### src/rtl/eeprom_seq_pkg.sv
package eeprom_seq_pkg;

  localparam logic [7:0] OP_WREN  = 8'h06;
  localparam logic [7:0] OP_RDSR  = 8'h05;
  localparam logic [7:0] OP_WRSR  = 8'h01;
  localparam logic [7:0] OP_READ  = 8'h03;
  localparam logic [7:0] OP_WRITE = 8'h02;

  // protect bits: bit7, bit3, bit2 ; busy bit: bit0
  localparam logic [7:0] ST_PROT_MASK = 8'h8C;
  localparam int         ST_WIP_BIT   = 0;

  localparam int HDR_BYTES = 4;

  typedef enum logic [2:0] {
    FR_STAT  = 3'd0,
    FR_UNPROT = 3'd1,
    FR_WEN   = 3'd2,
    FR_PROG  = 3'd3,
    FR_POLL  = 3'd4,
    FR_FETCH = 3'd5
  } frame_e;

  typedef enum logic [2:0] {
    SQ_IDLE  = 3'd0,
    SQ_LOAD  = 3'd1,
    SQ_SHIFT = 3'd2,
    SQ_GAP   = 3'd3,
    SQ_FIN   = 3'd4
  } seq_state_e;

endpackage

### src/rtl/eeprom_spi_shifter.sv
module eeprom_spi_shifter #(
  parameter int SCK_DIV = 2
) (
  input  logic       clk,
  input  logic       rst_n,
  input  logic       start_i,
  input  logic [7:0] tx_i,
  input  logic       miso_i,
  output logic       sck_o,
  output logic       mosi_o,
  output logic [7:0] rx_o,
  output logic       done_o,
  output logic       active_o
);

  localparam int CW = (SCK_DIV > 1) ? $clog2(SCK_DIV) : 1;
  localparam logic [CW-1:0] DIV_LAST = CW'(SCK_DIV - 1);

  logic          act_q, act_d;
  logic          sck_q, sck_d;
  logic [2:0]    bit_q, bit_d;
  logic [CW-1:0] div_q, div_d;
  logic [7:0]    tx_q, tx_d;
  logic [7:0]    rx_q, rx_d;
  logic          done_q, done_d;

  always_comb begin
    act_d  = act_q;
    sck_d  = sck_q;
    bit_d  = bit_q;
    div_d  = div_q;
    tx_d   = tx_q;
    rx_d   = rx_q;
    done_d = 1'b0;
    if (!act_q) begin
      if (start_i) begin
        act_d = 1'b1;
        tx_d  = tx_i;
        div_d = '0;
        bit_d = '0;
        sck_d = 1'b0;
      end
    end else if (div_q == DIV_LAST) begin
      div_d = '0;
      if (!sck_q) begin
        sck_d = 1'b1;
        rx_d  = {rx_q[6:0], miso_i};
      end else begin
        sck_d = 1'b0;
        tx_d  = {tx_q[6:0], 1'b0};
        if (bit_q == 3'd7) begin
          act_d  = 1'b0;
          done_d = 1'b1;
        end else begin
          bit_d = bit_q + 3'd1;
        end
      end
    end else begin
      div_d = div_q + CW'(1);
    end
  end

  always_ff @(posedge clk or negedge rst_n) begin
    if (!rst_n) begin
      act_q  <= 1'b0;
      sck_q  <= 1'b0;
      bit_q  <= '0;
      div_q  <= '0;
      tx_q   <= '0;
      rx_q   <= '0;
      done_q <= 1'b0;
    end else begin
      act_q  <= act_d;
      sck_q  <= sck_d;
      bit_q  <= bit_d;
      div_q  <= div_d;
      tx_q   <= tx_d;
      rx_q   <= rx_d;
      done_q <= done_d;
    end
  end

  assign sck_o    = sck_q;
  assign mosi_o   = tx_q[7];
  assign rx_o     = rx_q;
  assign done_o   = done_q;
  assign active_o = act_q;

  AST_MOSI_HOLD_HIGH: assert property (@(posedge clk) disable iff (!rst_n)
    (sck_o && $past(sck_o)) |-> $stable(mosi_o)) else $error("mosi moved while sck high");

  AST_NO_RESTART: assert property (@(posedge clk) disable iff (!rst_n)
    start_i |-> !active_o) else $error("byte started while shifting");

endmodule

### src/rtl/eeprom_seq_ctrl.sv
module eeprom_seq_ctrl
  import eeprom_seq_pkg::*;
#(
  parameter int SCK_DIV   = 2,
  parameter int BLK_BYTES = 256
) (
  input  logic        clk,
  input  logic        rst_n,
  input  logic        cmd_valid_i,
  input  logic        cmd_write_i,
  input  logic [15:0] cmd_block_i,
  output logic        busy_o,
  output logic        done_o,
  output logic [$clog2(BLK_BYTES)-1:0] buf_addr_o,
  output logic        buf_rd_en_o,
  input  logic [7:0]  buf_rdata_i,
  output logic        buf_wr_en_o,
  output logic [7:0]  buf_wdata_o,
  output logic        cs_n_o,
  output logic        eng_start_o,
  output logic [7:0]  eng_tx_o,
  input  logic [7:0]  eng_rx_i,
  input  logic        eng_done_i
);

  localparam int AW      = $clog2(BLK_BYTES);
  localparam int DATA_LAST = HDR_BYTES + BLK_BYTES - 1;
  localparam int IW      = $clog2(DATA_LAST + 1);
  localparam int GAP_CYC = 4 * SCK_DIV;
  localparam int GW      = $clog2(GAP_CYC + 1);

  seq_state_e     st_q, st_d;
  frame_e         fr_q, fr_d;
  logic [IW-1:0]  idx_q, idx_d;
  logic [15:0]    blk_q, blk_d;
  logic [7:0]     stat_q, stat_d;
  logic           cs_n_q, cs_n_d;
  logic [GW-1:0]  gap_q, gap_d;
  logic           fin_q, fin_d;

  logic [IW-1:0]  last_idx;
  logic [IW-1:0]  data_off;
  logic           in_data;
  logic           is_status_rd;

  always_comb begin
    unique case (fr_q)
      FR_STAT, FR_POLL, FR_UNPROT: last_idx = IW'(1);
      FR_WEN:                      last_idx = '0;
      default:                     last_idx = IW'(DATA_LAST);
    endcase
  end

  assign data_off     = idx_q - IW'(HDR_BYTES);
  assign in_data      = (idx_q >= IW'(HDR_BYTES));
  assign is_status_rd = (fr_q == FR_STAT) || (fr_q == FR_POLL);

  // byte to transmit for the current frame position
  always_comb begin
    eng_tx_o = 8'h00;
    unique case (fr_q)
      FR_STAT, FR_POLL: eng_tx_o = (idx_q == '0) ? OP_RDSR : 8'h00;
      FR_UNPROT:        eng_tx_o = (idx_q == '0) ? OP_WRSR : (stat_q & ~ST_PROT_MASK);
      FR_WEN:           eng_tx_o = OP_WREN;
      FR_PROG, FR_FETCH: begin
        if (in_data)               eng_tx_o = (fr_q == FR_PROG) ? buf_rdata_i : 8'h00;
        else if (idx_q == IW'(0))  eng_tx_o = (fr_q == FR_PROG) ? OP_WRITE : OP_READ;
        else if (idx_q == IW'(1))  eng_tx_o = blk_q[15:8];
        else if (idx_q == IW'(2))  eng_tx_o = blk_q[7:0];
        else                       eng_tx_o = 8'h00;
      end
      default: eng_tx_o = 8'h00;
    endcase
  end

  always_comb begin
    st_d        = st_q;
    fr_d        = fr_q;
    idx_d       = idx_q;
    blk_d       = blk_q;
    stat_d      = stat_q;
    cs_n_d      = cs_n_q;
    gap_d       = gap_q;
    fin_d       = fin_q;
    eng_start_o = 1'b0;
    buf_rd_en_o = 1'b0;
    buf_wr_en_o = 1'b0;
    unique case (st_q)
      SQ_IDLE: begin
        if (cmd_valid_i) begin
          blk_d = cmd_block_i;
          fr_d  = cmd_write_i ? FR_STAT : FR_FETCH;
          idx_d = '0;
          fin_d = 1'b0;
          st_d  = SQ_LOAD;
        end
      end
      SQ_LOAD: begin
        cs_n_d      = 1'b0;
        eng_start_o = 1'b1;
        buf_rd_en_o = (fr_q == FR_PROG) && in_data;
        st_d        = SQ_SHIFT;
      end
      SQ_SHIFT: begin
        if (eng_done_i) begin
          if (is_status_rd && (idx_q == IW'(1))) stat_d = eng_rx_i;
          if ((fr_q == FR_FETCH) && in_data)     buf_wr_en_o = 1'b1;
          if (idx_q == last_idx) begin
            cs_n_d = 1'b1;
            gap_d  = '0;
            idx_d  = '0;
            st_d   = SQ_GAP;
            unique case (fr_q)
              FR_STAT:   fr_d = ((eng_rx_i & ST_PROT_MASK) != 8'h00) ? FR_UNPROT : FR_WEN;
              FR_UNPROT: fr_d = FR_WEN;
              FR_WEN:    fr_d = FR_PROG;
              FR_PROG:   fr_d = FR_POLL;
              FR_POLL:   fin_d = !eng_rx_i[ST_WIP_BIT];
              default:   fin_d = 1'b1;
            endcase
          end else begin
            idx_d = idx_q + IW'(1);
            st_d  = SQ_LOAD;
          end
        end
      end
      SQ_GAP: begin
        gap_d = gap_q + GW'(1);
        if (gap_q == GW'(GAP_CYC - 1)) st_d = fin_q ? SQ_FIN : SQ_LOAD;
      end
      SQ_FIN: begin
        fin_d = 1'b0;
        st_d  = SQ_IDLE;
      end
      default: st_d = SQ_IDLE;
    endcase
  end

  always_ff @(posedge clk or negedge rst_n) begin
    if (!rst_n) begin
      st_q   <= SQ_IDLE;
      fr_q   <= FR_STAT;
      idx_q  <= '0;
      blk_q  <= '0;
      stat_q <= '0;
      cs_n_q <= 1'b1;
      gap_q  <= '0;
      fin_q  <= 1'b0;
    end else begin
      st_q   <= st_d;
      fr_q   <= fr_d;
      idx_q  <= idx_d;
      blk_q  <= blk_d;
      stat_q <= stat_d;
      cs_n_q <= cs_n_d;
      gap_q  <= gap_d;
      fin_q  <= fin_d;
    end
  end

  assign busy_o      = (st_q != SQ_IDLE);
  assign done_o      = (st_q == SQ_FIN);
  assign cs_n_o      = cs_n_q;
  assign buf_addr_o  = data_off[AW-1:0];
  assign buf_wdata_o = eng_rx_i;

  AST_BUSY_IGNORES_CMD: assert property (@(posedge clk) disable iff (!rst_n)
    (busy_o && !done_o && cmd_valid_i) |=> $stable(blk_q)) else $error("command taken while busy");

  AST_BUF_PORT_EXCL: assert property (@(posedge clk) disable iff (!rst_n)
    !(buf_rd_en_o && buf_wr_en_o)) else $error("buffer read and write together");

  AST_WR_ONLY_IN_FRAME: assert property (@(posedge clk) disable iff (!rst_n)
    buf_wr_en_o |-> !cs_n_o) else $error("buffer write outside a frame");

endmodule

### src/rtl/eeprom_blk_seq.sv
module eeprom_blk_seq #(
  parameter int SCK_DIV   = 2,
  parameter int BLK_BYTES = 256
) (
  input  logic        clk,
  input  logic        rst_n,
  input  logic        cmd_valid,
  input  logic        cmd_write,
  input  logic [15:0] cmd_block,
  output logic        busy,
  output logic        done,
  output logic [$clog2(BLK_BYTES)-1:0] buf_addr,
  output logic        buf_rd_en,
  input  logic [7:0]  buf_rdata,
  output logic        buf_wr_en,
  output logic [7:0]  buf_wdata,
  output logic        spi_cs_n,
  output logic        spi_sck,
  output logic        spi_mosi,
  input  logic        spi_miso
);

  localparam int GAP_CYC = 4 * SCK_DIV;
  localparam int HW      = $clog2(GAP_CYC + 2);

  logic       eng_start;
  logic [7:0] eng_tx;
  logic [7:0] eng_rx;
  logic       eng_done;
  logic       eng_active;

  eeprom_seq_ctrl #(
    .SCK_DIV  (SCK_DIV),
    .BLK_BYTES(BLK_BYTES)
  ) ctrl_i (
    .clk        (clk),
    .rst_n      (rst_n),
    .cmd_valid_i(cmd_valid),
    .cmd_write_i(cmd_write),
    .cmd_block_i(cmd_block),
    .busy_o     (busy),
    .done_o     (done),
    .buf_addr_o (buf_addr),
    .buf_rd_en_o(buf_rd_en),
    .buf_rdata_i(buf_rdata),
    .buf_wr_en_o(buf_wr_en),
    .buf_wdata_o(buf_wdata),
    .cs_n_o     (spi_cs_n),
    .eng_start_o(eng_start),
    .eng_tx_o   (eng_tx),
    .eng_rx_i   (eng_rx),
    .eng_done_i (eng_done)
  );

  eeprom_spi_shifter #(
    .SCK_DIV(SCK_DIV)
  ) shift_i (
    .clk     (clk),
    .rst_n   (rst_n),
    .start_i (eng_start),
    .tx_i    (eng_tx),
    .miso_i  (spi_miso),
    .sck_o   (spi_sck),
    .mosi_o  (spi_mosi),
    .rx_o    (eng_rx),
    .done_o  (eng_done),
    .active_o(eng_active)
  );

  // cycles chip select has been high, saturating; starts saturated
  logic [HW-1:0] cs_hi_q;
  always_ff @(posedge clk or negedge rst_n) begin
    if (!rst_n)                 cs_hi_q <= HW'(GAP_CYC + 1);
    else if (!spi_cs_n)         cs_hi_q <= '0;
    else if (cs_hi_q != HW'(GAP_CYC + 1)) cs_hi_q <= cs_hi_q + HW'(1);
  end

  AST_CS_GAP: assert property (@(posedge clk) disable iff (!rst_n)
    $fell(spi_cs_n) |-> (cs_hi_q >= HW'(GAP_CYC))) else $error("chip select gap too short");

  AST_SCK_IDLE_LOW: assert property (@(posedge clk) disable iff (!rst_n)
    spi_cs_n |-> !spi_sck) else $error("sck active with chip select high");

  AST_DONE_CS_HIGH: assert property (@(posedge clk) disable iff (!rst_n)
    done |-> (spi_cs_n && busy && !eng_active)) else $error("done inside a frame");

endmodule

### config.mk
export PLATFORM = sky130hd
export DESIGN_NAME = eeprom_blk_seq
export DESIGN_NICKNAME = d
export VERILOG_FILES = /design/src/rtl/eeprom_seq_pkg.sv /design/src/rtl/eeprom_spi_shifter.sv /design/src/rtl/eeprom_seq_ctrl.sv /design/src/rtl/eeprom_blk_seq.sv
export SDC_FILE = /design/constraint.sdc
export NUM_CORES = 1
export LEC_CHECK = 0
export BUFFER_PORTS_ARGS = -buffer_cell sky130_fd_sc_hd__buf_2
export CAP_MARGIN = 25
export CORE_MARGIN = 3
export CORE_UTILIZATION = 25
export DETAILED_ROUTE_END_ITERATION = 8
export GPL_TIMING_DRIVEN = 0
export PLACE_DENSITY = 0.43
export SLEW_MARGIN = 10
export SYNTH_ARGS = -nofsm -noshare
export SYNTH_HDL_FRONTEND = slang
export SYNTH_SLANG_ARGS = --single-unit
### constraint.sdc
create_clock -name clk -period 3.4 [get_ports clk]
set_clock_uncertainty 0.15 [all_clocks]
set_input_delay 0.51 -clock clk [delete_from_list [all_inputs] [get_ports clk]]
set_output_delay 0.51 -clock clk [all_outputs]
set_load 0.05 [all_outputs]
Word-level counts from Yosys, hierarchy flattened --
Cells that the tools add are included. Widths: inputs -> output; s select.
Word-level totals: register bits after elaboration 67, input bits 29, output and inout bits 23, logic and storage cells 143
Operators by class: $add $sub $neg 5, order comparisons 1, eq/ne operators 23, mux-type cells 67, bitwise operators 1, reduce and logical (&&, ||, !) cells 31
Operator list (count):
- $mux 8 | 9
- $mux 3 | 14
- $pmux 9 s2 | 2
- $pmux 8 s4 | 1
- $mux 9 | 3
- $mux 1 | 26
- $pmux 3 s4 | 2
- $reduce_and 3->1 | 7
- $eq 3x2->1 const B | 4
- $eq 3x3->1 const B | 4
- $ne 2x2->1 const B | 5
- $reduce_and 5->1 | 2
- $add 9x1->9 const B | 1
- $eq 9x1->1 const B | 1
- $eq 9x2->1 const B | 1
- $eq 9x9->1 | 1
- $ge 9x3->1 const B | 1
- $logic_not 9->1 | 1
- $mux 4 | 2
- $pmux 4 s2 | 1
- $reduce_bool 2->1 | 4
- $reduce_bool 8->1 | 1
- $sub 8x3->8 const B | 1
- $mux 7 | 1
- 22 further kinds | 33

Longest topological paths before layout --
Gate-level depths: netlist of the first run.
depth after elaboration 8, depth in mapped cells 9

Cells and area by module --
A second synthesis of the first run with hierarchy kept.
Second synthesis, totals: cell total of the unflattened synthesis 370, area total of the unflattened synthesis 3778.6 sq um
Modules (own cells, without submodules):
- eeprom_seq_ctrl | instances 1, cells an instance 285, area each 2766.4 sq um, sequential area each 1052.3 sq um
- eeprom_spi_shifter | instances 1, cells an instance 85, area each 1012.2 sq um, sequential area each 575.6 sq um

Worst setup path before layout of the first run --
No wires, ideal clock.
path type register to output, start reg ctrl_i.st_q[2], end out buf_wr_en, arrival time 2.811 ns, setup slack -0.071 ns, stages on the path, launching flop included 6, path buffers 1, path through dfrtp_1 -> clkbuf_1 -> nand2b_1 -> nor2_1 -> nand3_1 -> nor4bb_1
On the way: longest elaborated chain between the ends 2
RTL lines:
- from (decl) | line eeprom_seq_ctrl.sv:32 | seq_state_e st_q, st_d;
- from (signal assigned) | line eeprom_seq_ctrl.sv:150 | st_q <= st_d;
- $eq 3x2->1 | line eeprom_seq_ctrl.sv:88 | unique case (st_q)
- $mux 1 | line eeprom_seq_ctrl.sv:88
- to (decl) | line eeprom_blk_seq.sv:15 | output logic buf_wr_en,
No other way between the ends.

Final worst setup path of the first run --
start reg ctrl_i.idx_q[0], end out buf_wr_en
On the way: longest elaborated chain between the ends 5
RTL lines:
- from (decl) | line eeprom_seq_ctrl.sv:34 | logic [IW-1:0] idx_q, idx_d;
- from (signal assigned) | line eeprom_seq_ctrl.sv:152 | idx_q <= idx_d;
- $ge 9x3->1 | line eeprom_seq_ctrl.sv:55 | assign in_data = (idx_q >= IW'(HDR_BYTES));
- $logic_and 1x1->1 | line eeprom_seq_ctrl.sv:107 | if ((fr_q == FR_FETCH) && in_data) buf_wr_en_o = 1'b1;
- $mux 1 | line eeprom_seq_ctrl.sv:107
- $mux 1 | line eeprom_seq_ctrl.sv:105 | if (eng_done_i) begin
- $mux 1 | line eeprom_seq_ctrl.sv:88
No other way between the ends.

==> out/qor.log, run 1 <==
qor: floorplan.floorplan.io_pins 52
qor: cts.cts.clk_slew.worst_paths 0.05 ns
qor: grt.grt_pass1_vias 3109
qor: timing.setup_viol_count_final 0
qor: critical_path.kind_of_capture_point_of_the_worst_setup_path primary output
qor: power.comb_power_share 3.8%
qor: synthesis.syn_area_per_cell 9.59 µm²
qor: hold_path.worst_hold_path.endpoint ctrl_i.blk_q[6]
qor: routing.routed_wl 9700 µm
qor: critical_path.cp-startpoint ctrl_i.idx_q[0]
qor: outcome.run_status completed
qor: finish.final_layout_size_suffix_gt1_share 25.0%
qor: grt.first_pass_grt_wire_length 16000 µm
qor: cts.cts_setup_buffers 0
qor: critical_path.worstRegToRegCells 7
qor: synthesis.syn-cell-area 3630 µm²
qor: synthesis.count_of_flip_flops_with_a_built_in_enable_after_synthesis 0
qor: floorplan.fp-row-count 43
qor: power.finalPower 1.91 mW
qor: critical_path.timing.rr.end ctrl_i.idx_q[5]
qor: cts.cts_inserted_buffers 9
qor: placement.numPortBuffers 51
qor: power.p_leak 1.98 nW
qor: synthesis.yosysWarnings 0
qor: power.power_switching_share 20.6%
qor: routing.post_route_drc_violation_count 0
qor: grt.grt.overflow.total 0
qor: cts.cts_tree done
qor: timing.timing.fmax 320 MHz
qor: finish.multi_input_area 1850 µm²
qor: routing.ant_nets 0
qor: routing.routedWlPerCell 15.4 µm
qor: finish.area_delta_synth_final 23.7%
qor: critical_path.critPathRequiredTime 2.74 ns
qor: timing.fin_crit 3.13 ns
qor: power.p_clk_share 54.4%
qor: power.cell_internal_pwr 1.52 mW
qor: grt.pin_count_of_the_biggest_net_entering_global_routing 35
qor: power.share_seq_of_total_power 41.8%
qor: critical_path.timing.critical_path.from_type flip-flop
qor: floorplan.core_area 14000 µm²
qor: synthesis.synth.net_count 419
qor: floorplan.die_h 127 µm
qor: hold_path.worst_hold_startpoint cmd_block[6]
qor: floorplan.design.die.area 16000 µm²
qor: synthesis.yosysSeqAreaShare 44.8%
qor: placement.gpl.final_weighted_congestion 0.758
qor: synthesis.yosys_register_bits 65
qor: routing.vias 3102
qor: hold_path.holdCritPathClass in2reg
qor: run.drv.max_cap_violation_count 0
qor: finish.design.final.nets 483
qor: timing.slew_headroom 43.5%
qor: placement.detailed_place_hpwl 7290 µm
qor: synthesis.ys_dominant_reg_cell sky130_fd_sc_hd__dfrtp_1
qor: floorplan.fp.dieW 127 µm
qor: timing.timing.final.hold_violations 0
qor: power.p_sw 393 µW
qor: finish.n_fill_cell 1467
qor: power.worst_ir_drop_vdd 0.000193 V
qor: timing.timing.final.crit_share 92.0%
qor: routing.viasPerCell 4.94
qor: synthesis.synthesis.instances 379
qor: timing.transition_time_of_the_tightest_slew_check_pin 0.844 ns
qor: floorplan.floorplan.initialDensity 25.9%
qor: finish.layout.area.seq 1630 µm²
qor: critical_path.critPathMaxFanout 11
qor: timing.maxSlewViolCount 0
qor: cts.clk-insertion-delay-late 0.33 ns
qor: routing.drt-initial-drc-count 117
qor: synthesis.synth.lib_cells_used.distinct 60
qor: finish.antenna_cells 0
qor: cts.max-clock-path-buffers 2
qor: critical_path.timing.setup.critical_path_class reg2out
qor: power.power.density 425 nW/µm²
qor: critical_path.setup.reg_to_reg.worst_slack 0.54 ns
qor: timing.totalNegativeSetupSlack 0 ns
qor: cts.root_buffer sky130_fd_sc_hd__clkbuf_16
qor: synthesis.asyncSetResetFlopFracSynth 100%
qor: hold_path.min_delay_path_depth 2
qor: timing.rsz0062_at_grt false
qor: routing.detailedRoute.firstPassIterationCount 4
qor: cts.h-tree-depth 3
qor: grt.number_of_antenna_violations_at_the_first_check_in_global_routing 0
qor: grt.groute.usage.overall 12.5%
qor: critical_path.r2r-start ctrl_i.idx_q[3]
qor: critical_path.critPathArrivalTime 2.47 ns
qor: cts.clock-sinks 65
-- repair_timing --
| item | CTS | global route |
|---|---|---|
| hold endpoints to repair | 12 | 0 |
| resized for setup | 0 | 1 |
| endpoints found under the setup margin | 0 | 1 |
| hold buffers | 1 | 0 |
-- synthesized netlist by cell type, drive strengths merged, types with 4 or more instances --
library cell   n  share of area, %
a22oi          4              0.83
or3b           4              0.96
nand2         44               4.5
o21ai         20               2.8
nand3         14               1.9
dfrtp         64                44
nor2          30               3.1
a22o           6               1.4
xor2           4              0.96
and3           7               1.2
a21oi         17               2.3
mux2          30               9.3
buf            7               1.5
inv           12               1.2
o22ai          4              0.69
nor3          11               1.5
nand3b         4              0.83
ha            11               3.8
a211o          4              0.96
clkbuf        18               1.9
nand4          6               1.0
o211ai         6               1.2
-- cells in the final DEF, fill, tap and decap left out, types with 9 or more instances in the layout --
cell type / synthesis / final
sky130_fd_sc_hd__a21oi_1: 17 / 17
sky130_fd_sc_hd__buf_2: 1 / 51
sky130_fd_sc_hd__clkbuf_1: 18 / 18
sky130_fd_sc_hd__clkbuf_16: 0 / 9
sky130_fd_sc_hd__dfrtp_1: 64 / 64
sky130_fd_sc_hd__ha_1: 11 / 11
sky130_fd_sc_hd__inv_1: 12 / 12
sky130_fd_sc_hd__mux2_2: 30 / 30
sky130_fd_sc_hd__nand2_1: 44 / 44
sky130_fd_sc_hd__nand3_1: 14 / 14
sky130_fd_sc_hd__nor2_1: 30 / 29
sky130_fd_sc_hd__nor3_1: 11 / 11
sky130_fd_sc_hd__o21ai_0: 20 / 20
-- worst max-delay path by stage --
| stage | to | slack, ns | cells past startpoint |
|---|---|---|---|
| 2_1_floorplan | buf_wr_en | 0.44 | 5 |
| 3_3_place_gp | buf_wr_en | 0.38 | 6 |
| 3_5_place_dp | buf_wr_en | 0.39 | 6 |
| 4_1_cts | buf_wr_en | 0.03 | 6 |
| 5_1_grt | buf_wr_en | 0.11 | 7 |
| 6_report | buf_wr_en | 0.27 | 7 |
-- critical path, stage by stage (launching register included) --
cell                       delay [ns]
sky130_fd_sc_hd__dfrtp_1         0.52
sky130_fd_sc_hd__inv_1           0.14
sky130_fd_sc_hd__ha_1            0.15
sky130_fd_sc_hd__buf_1           0.31
sky130_fd_sc_hd__nand2_1         0.13
sky130_fd_sc_hd__nand4_1         0.20
sky130_fd_sc_hd__nor4bb_2        0.37
sky130_fd_sc_hd__buf_2           0.33
-- flip-flops by register name, indices dropped and copies added, names as in the netlist --
name,flops
shift_i.rx_o,8
ctrl_i.stat_q,5
ctrl_i.blk_q,16
ctrl_i.fin_q,1
ctrl_i.gap_q,4
ctrl_i.fr_q,3
shift_i.tx_q,8
shift_i.bit_q,3
shift_i.done_o,1
shift_i.div_q,1
ctrl_i.idx_q,9
ctrl_i.st_q,3
shift_i.sck_o,1
ctrl_i.cs_n_o,1
shift_i.active_o,1
-- power by group through the flow --
stage,sequential [mW],combinational (mW),clock (mW)
final,0.799,0.0730,1.04
after global routing,0.801,0.0817,1.10
after CTS,0.799,0.0759,1.07
after detailed placement,0.813,0.0746,0
after global placement,0.812,0.0711,0
after floorplan,0.827,0.0133,0
-- routing by layer --
layer	vias up	routed length (µm)	global-route usage (%)
met5	-	0	0
met4	0	181	4.67
met3	14	363	3.16
met2	55	4530	19.7
met1	1516	4630	16.6
li1	1517	-	-
-- through the flow --
step / hold WS, ns / setup WS [ns] / utilization, % / instances / instance area, µm²
floorplan: 0.0644 / 0.442 / - / 379 / 3640
global placement: 0.341 / 0.375 / 29.4 / 610 / 4120
detailed placement: 0.346 / 0.393 / 29.5 / 611 / 4140
CTS: 0.247 / 0.0342 / 32.0 / 628 / 4490
global route: 0.257 / 0.111 / 32.0 / 628 / 4500
finish: 0.261 / 0.272 / 32.0 / 628 / 4500
-- cell type report --
class	instances	share of cell area, %
repair buffers	53	6.40
inverters	12	1.00
clock inverters	4	1.64
well taps	180	5.01
flip-flops and latches	65	36.2
multi-input cells	277	41.1
plain buffers	25	2.70
clock buffers	12	5.93
-- kinds of logic after synthesis --
logic type	count (synthesis)	share of synthesized area [%]
compound gates	90	16.8
xor+xnor	6	1.45
fa+ha+maj	11	3.79
buf+inv	37	4.58
flops	65	44.8
mux	31	9.57
simple gates	139	19.0
No activity file was read; power rests on OpenSTA's default activity.
==> run 2, diff against run 1 <==
--- a/config.mk
+++ b/config.mk
@@ -11,7 +11,7 @@
 export CORE_UTILIZATION = 25
 export DETAILED_ROUTE_END_ITERATION = 8
 export GPL_TIMING_DRIVEN = 0
-export PLACE_DENSITY = 0.43
+export PLACE_DENSITY = 0.45
 export SLEW_MARGIN = 10
 export SYNTH_ARGS = -nofsm -noshare
 export SYNTH_HDL_FRONTEND = slang
==> constraint.sdc (replaced) <==
create_clock -name clk -period 2.8 [get_ports clk]
set_clock_uncertainty 0.15 [all_clocks]
set_input_delay 0.42 -clock clk [delete_from_list [all_inputs] [get_ports clk]]
set_output_delay 0.42 -clock clk [all_outputs]
set_load 0.05 [all_outputs]
==> out/qor.log, run 2 (synthesized netlist as in run 1, its figures left out) <==
qor: power.p_leak 2.00 nW
qor: routing.ant_nets 0
qor: cts.cts_tree done
qor: power.finalPower 2.19 mW
qor: hold_path.holdCritPathClass in2reg
qor: critical_path.r2r-start ctrl_i.idx_q[2]
qor: grt.groute.usage.overall 12.6%
qor: power.share_seq_of_total_power 44.3%
qor: power.power_switching_share 22.4%
qor: power.p_clk_share 51.7%
qor: timing.fin_crit 2.68 ns
qor: power.worst_ir_drop_vdd 0.000244 V
qor: routing.detailedRoute.firstPassIterationCount 4
qor: critical_path.timing.rr.end ctrl_i.fr_q[0]
qor: cts.cts.clk_slew.worst_paths 0.06 ns
qor: finish.registers.top_by_ff_count ctrl_i.blk_q
qor: placement.gpl.final_weighted_congestion 0.761
qor: floorplan.floorplan.initialDensity 25.9%
qor: outcome.run_status completed
qor: finish.layout.area.seq 1630 µm²
qor: timing.totalNegativeSetupSlack 0 ns
qor: power.power.density 483 nW/µm²
qor: critical_path.worst_path_most_repeated_cell sky130_fd_sc_hd__a211o_1
qor: grt.number_of_antenna_violations_at_the_first_check_in_global_routing 0
qor: run.drv.max_cap_violation_count 0
qor: routing.post_route_drc_violation_count 0
qor: cts.max-clock-path-buffers 2
qor: finish.design.final.nets 487
qor: power.comb_power_share 4.0%
qor: cts.root_buffer sky130_fd_sc_hd__clkbuf_16
qor: routing.routedWlPerCell 15.2 µm
qor: hold_path.worst_hold_path.endpoint ctrl_i.blk_q[14]
qor: critical_path.critPathMaxStageDelay 0.48 ns
qor: cts.clk-insertion-delay-late 0.33 ns
qor: finish.mostFrequentLayoutCell sky130_fd_sc_hd__dfrtp_1
qor: floorplan.floorplan.io_pins 52
qor: finish.layout.cells.non_filler 632
qor: critical_path.critical_path.slowest_cell sky130_fd_sc_hd__dfrtp_2
qor: placement.detailed_place_hpwl 7180 µm
qor: timing.timing.final.crit_share 95.6%
qor: critical_path.timing.setup.critical_path_class reg2reg
qor: cts.cts_inserted_buffers 9
qor: power.p_sw 490 µW
qor: floorplan.design.die.area 16000 µm²
qor: critical_path.timing.critical_path.from_type flip-flop
qor: grt.first_pass_grt_wire_length 16100 µm
qor: finish.antenna_cells 0
qor: floorplan.fp.dieW 127 µm
qor: critical_path.critPathTopFamily compound AO/OA/AOI/OAI gates
qor: finish.multi_input_area 1880 µm²
qor: hold_path.worst_hold_startpoint cmd_block[14]
qor: critical_path.worstPathBufferInverterCount 2
qor: critical_path.worstRegToRegCells 8
qor: floorplan.core_area 14000 µm²
qor: placement.dp_worst_setup_slack -0.111 ns
qor: routing.routed_wl 9620 µm
qor: finish.largest_reg_flops 16
qor: grt.grt.overflow.total 0
qor: finish.layout_common_cells 61 x sky130_fd_sc_hd__dfrtp_1, 50 x sky130_fd_sc_hd__buf_2, 44 x sky130_fd_sc_hd__nand2_1
qor: timing.maxSlewViolCount 0
qor: critical_path.cp-startpoint ctrl_i.idx_q[2]
qor: timing.hold-worst-slack 0.166 ns
qor: floorplan.die_h 127 µm
qor: finish.n_fill_cell 1495
qor: timing.transition_time_of_the_tightest_slew_check_pin 0.761 ns
qor: placement.numPlacedInstances 611
qor: finish.largest_registers ctrl_i.blk_q: 16 flops, ctrl_i.idx_q: 9 flops
qor: timing.timing.fmax 374 MHz
qor: timing.rsz0062_at_grt false
qor: floorplan.fp-row-count 43
qor: timing.slew_headroom 49.2%
qor: critical_path.critPathMaxFanout 9
qor: power.cell_internal_pwr 1.70 mW
qor: hold_path.min_delay_path_depth 2
qor: critical_path.critPathRequiredTime 2.87 ns
qor: finish.final_layout_size_suffix_gt1_share 28.5%
qor: routing.drt-initial-drc-count 132
qor: routing.vias 3120
qor: finish.area_delta_synth_final 24.8%
qor: placement.numPortBuffers 51
qor: timing.fin_ws 0.123 ns
qor: critical_path.path_cells clkinvlp_4 > ha_2 > or4b_4 > a211o_1 > a21o_1 > buf_6 > o311a_1 > a211o_1
qor: cts.clock-sinks 65
qor: grt.grt_pass1_vias 3100
qor: cts.h-tree-depth 3
qor: timing.timing.final.hold_violations 0
qor: critical_path.critPathArrivalTime 2.74 ns
qor: critical_path.kind_of_capture_point_of_the_worst_setup_path flip-flop
qor: grt.pin_count_of_the_biggest_net_entering_global_routing 34
qor: critical_path.setup.reg_to_reg.worst_slack 0.12 ns
qor: routing.viasPerCell 4.94
qor: timing.setup_viol_count_final 0
## run 2: metal layers
| metal | global-route usage (%) | vias up | routed length [µm] |
|---|---|---|---|
| met2 | 20.0 | 62 | 4500 |
| met3 | 2.61 | 11 | 353 |
| met5 | 0 | - | 0 |
| met1 | 16.9 | 1526 | 4590 |
| li1 | - | 1521 | - |
| met4 | 4.67 | 0 | 172 |
## run 2: how the worst max path moves through the flow
stage | end | slack, ns | cells past startpoint
after CTS | shift_i.tx_q[1] | 0.03 | 8
after floorplan | buf_wr_en | -0.07 | 5
after detailed placement | buf_wr_en | -0.11 | 6
after global routing | buf_wr_en | 0.02 | 6
after global placement | buf_wr_en | -0.11 | 6
final | ctrl_i.fr_q[0] | 0.12 | 8
## run 2: metrics by stage
stage / utilization [%] / area [µm²]
after floorplan: - / 3640
after global placement: 29.4 / 4130
after detailed placement: 29.5 / 4150
after CTS: 31.9 / 4480
after global routing: 32.3 / 4540
final: 32.3 / 4540
## run 2: final cells by class
type,instances,area share [%]
well taps,180,4.96
flip-flops and latches,65,36.0
repair buffers,58,7.31
plain buffers,24,2.62
clock inverters,6,1.27
multi-input cells,277,41.5
clock buffers,10,5.27
inverters,12,1.08
## run 2: what timing repair did
item	in CTS	in global routing
endpoints found under the setup margin	5	27
pin swaps	1	1
buffers inserted	1	4
gates resized for setup	7	12
hold endpoints to repair	32	0
hold buffers	1	0
## run 2: power groups by stage
stage          combinational, mW  clock (mW)  sequential [mW]
4_1_cts                   0.0917        1.17            0.970
3_3_place_gp              0.0862           0            0.986
6_report                  0.0883        1.13            0.969
2_1_floorplan             0.0162           0             1.00
5_1_grt                   0.0987        1.21            0.971
3_5_place_dp              0.0905           0            0.987
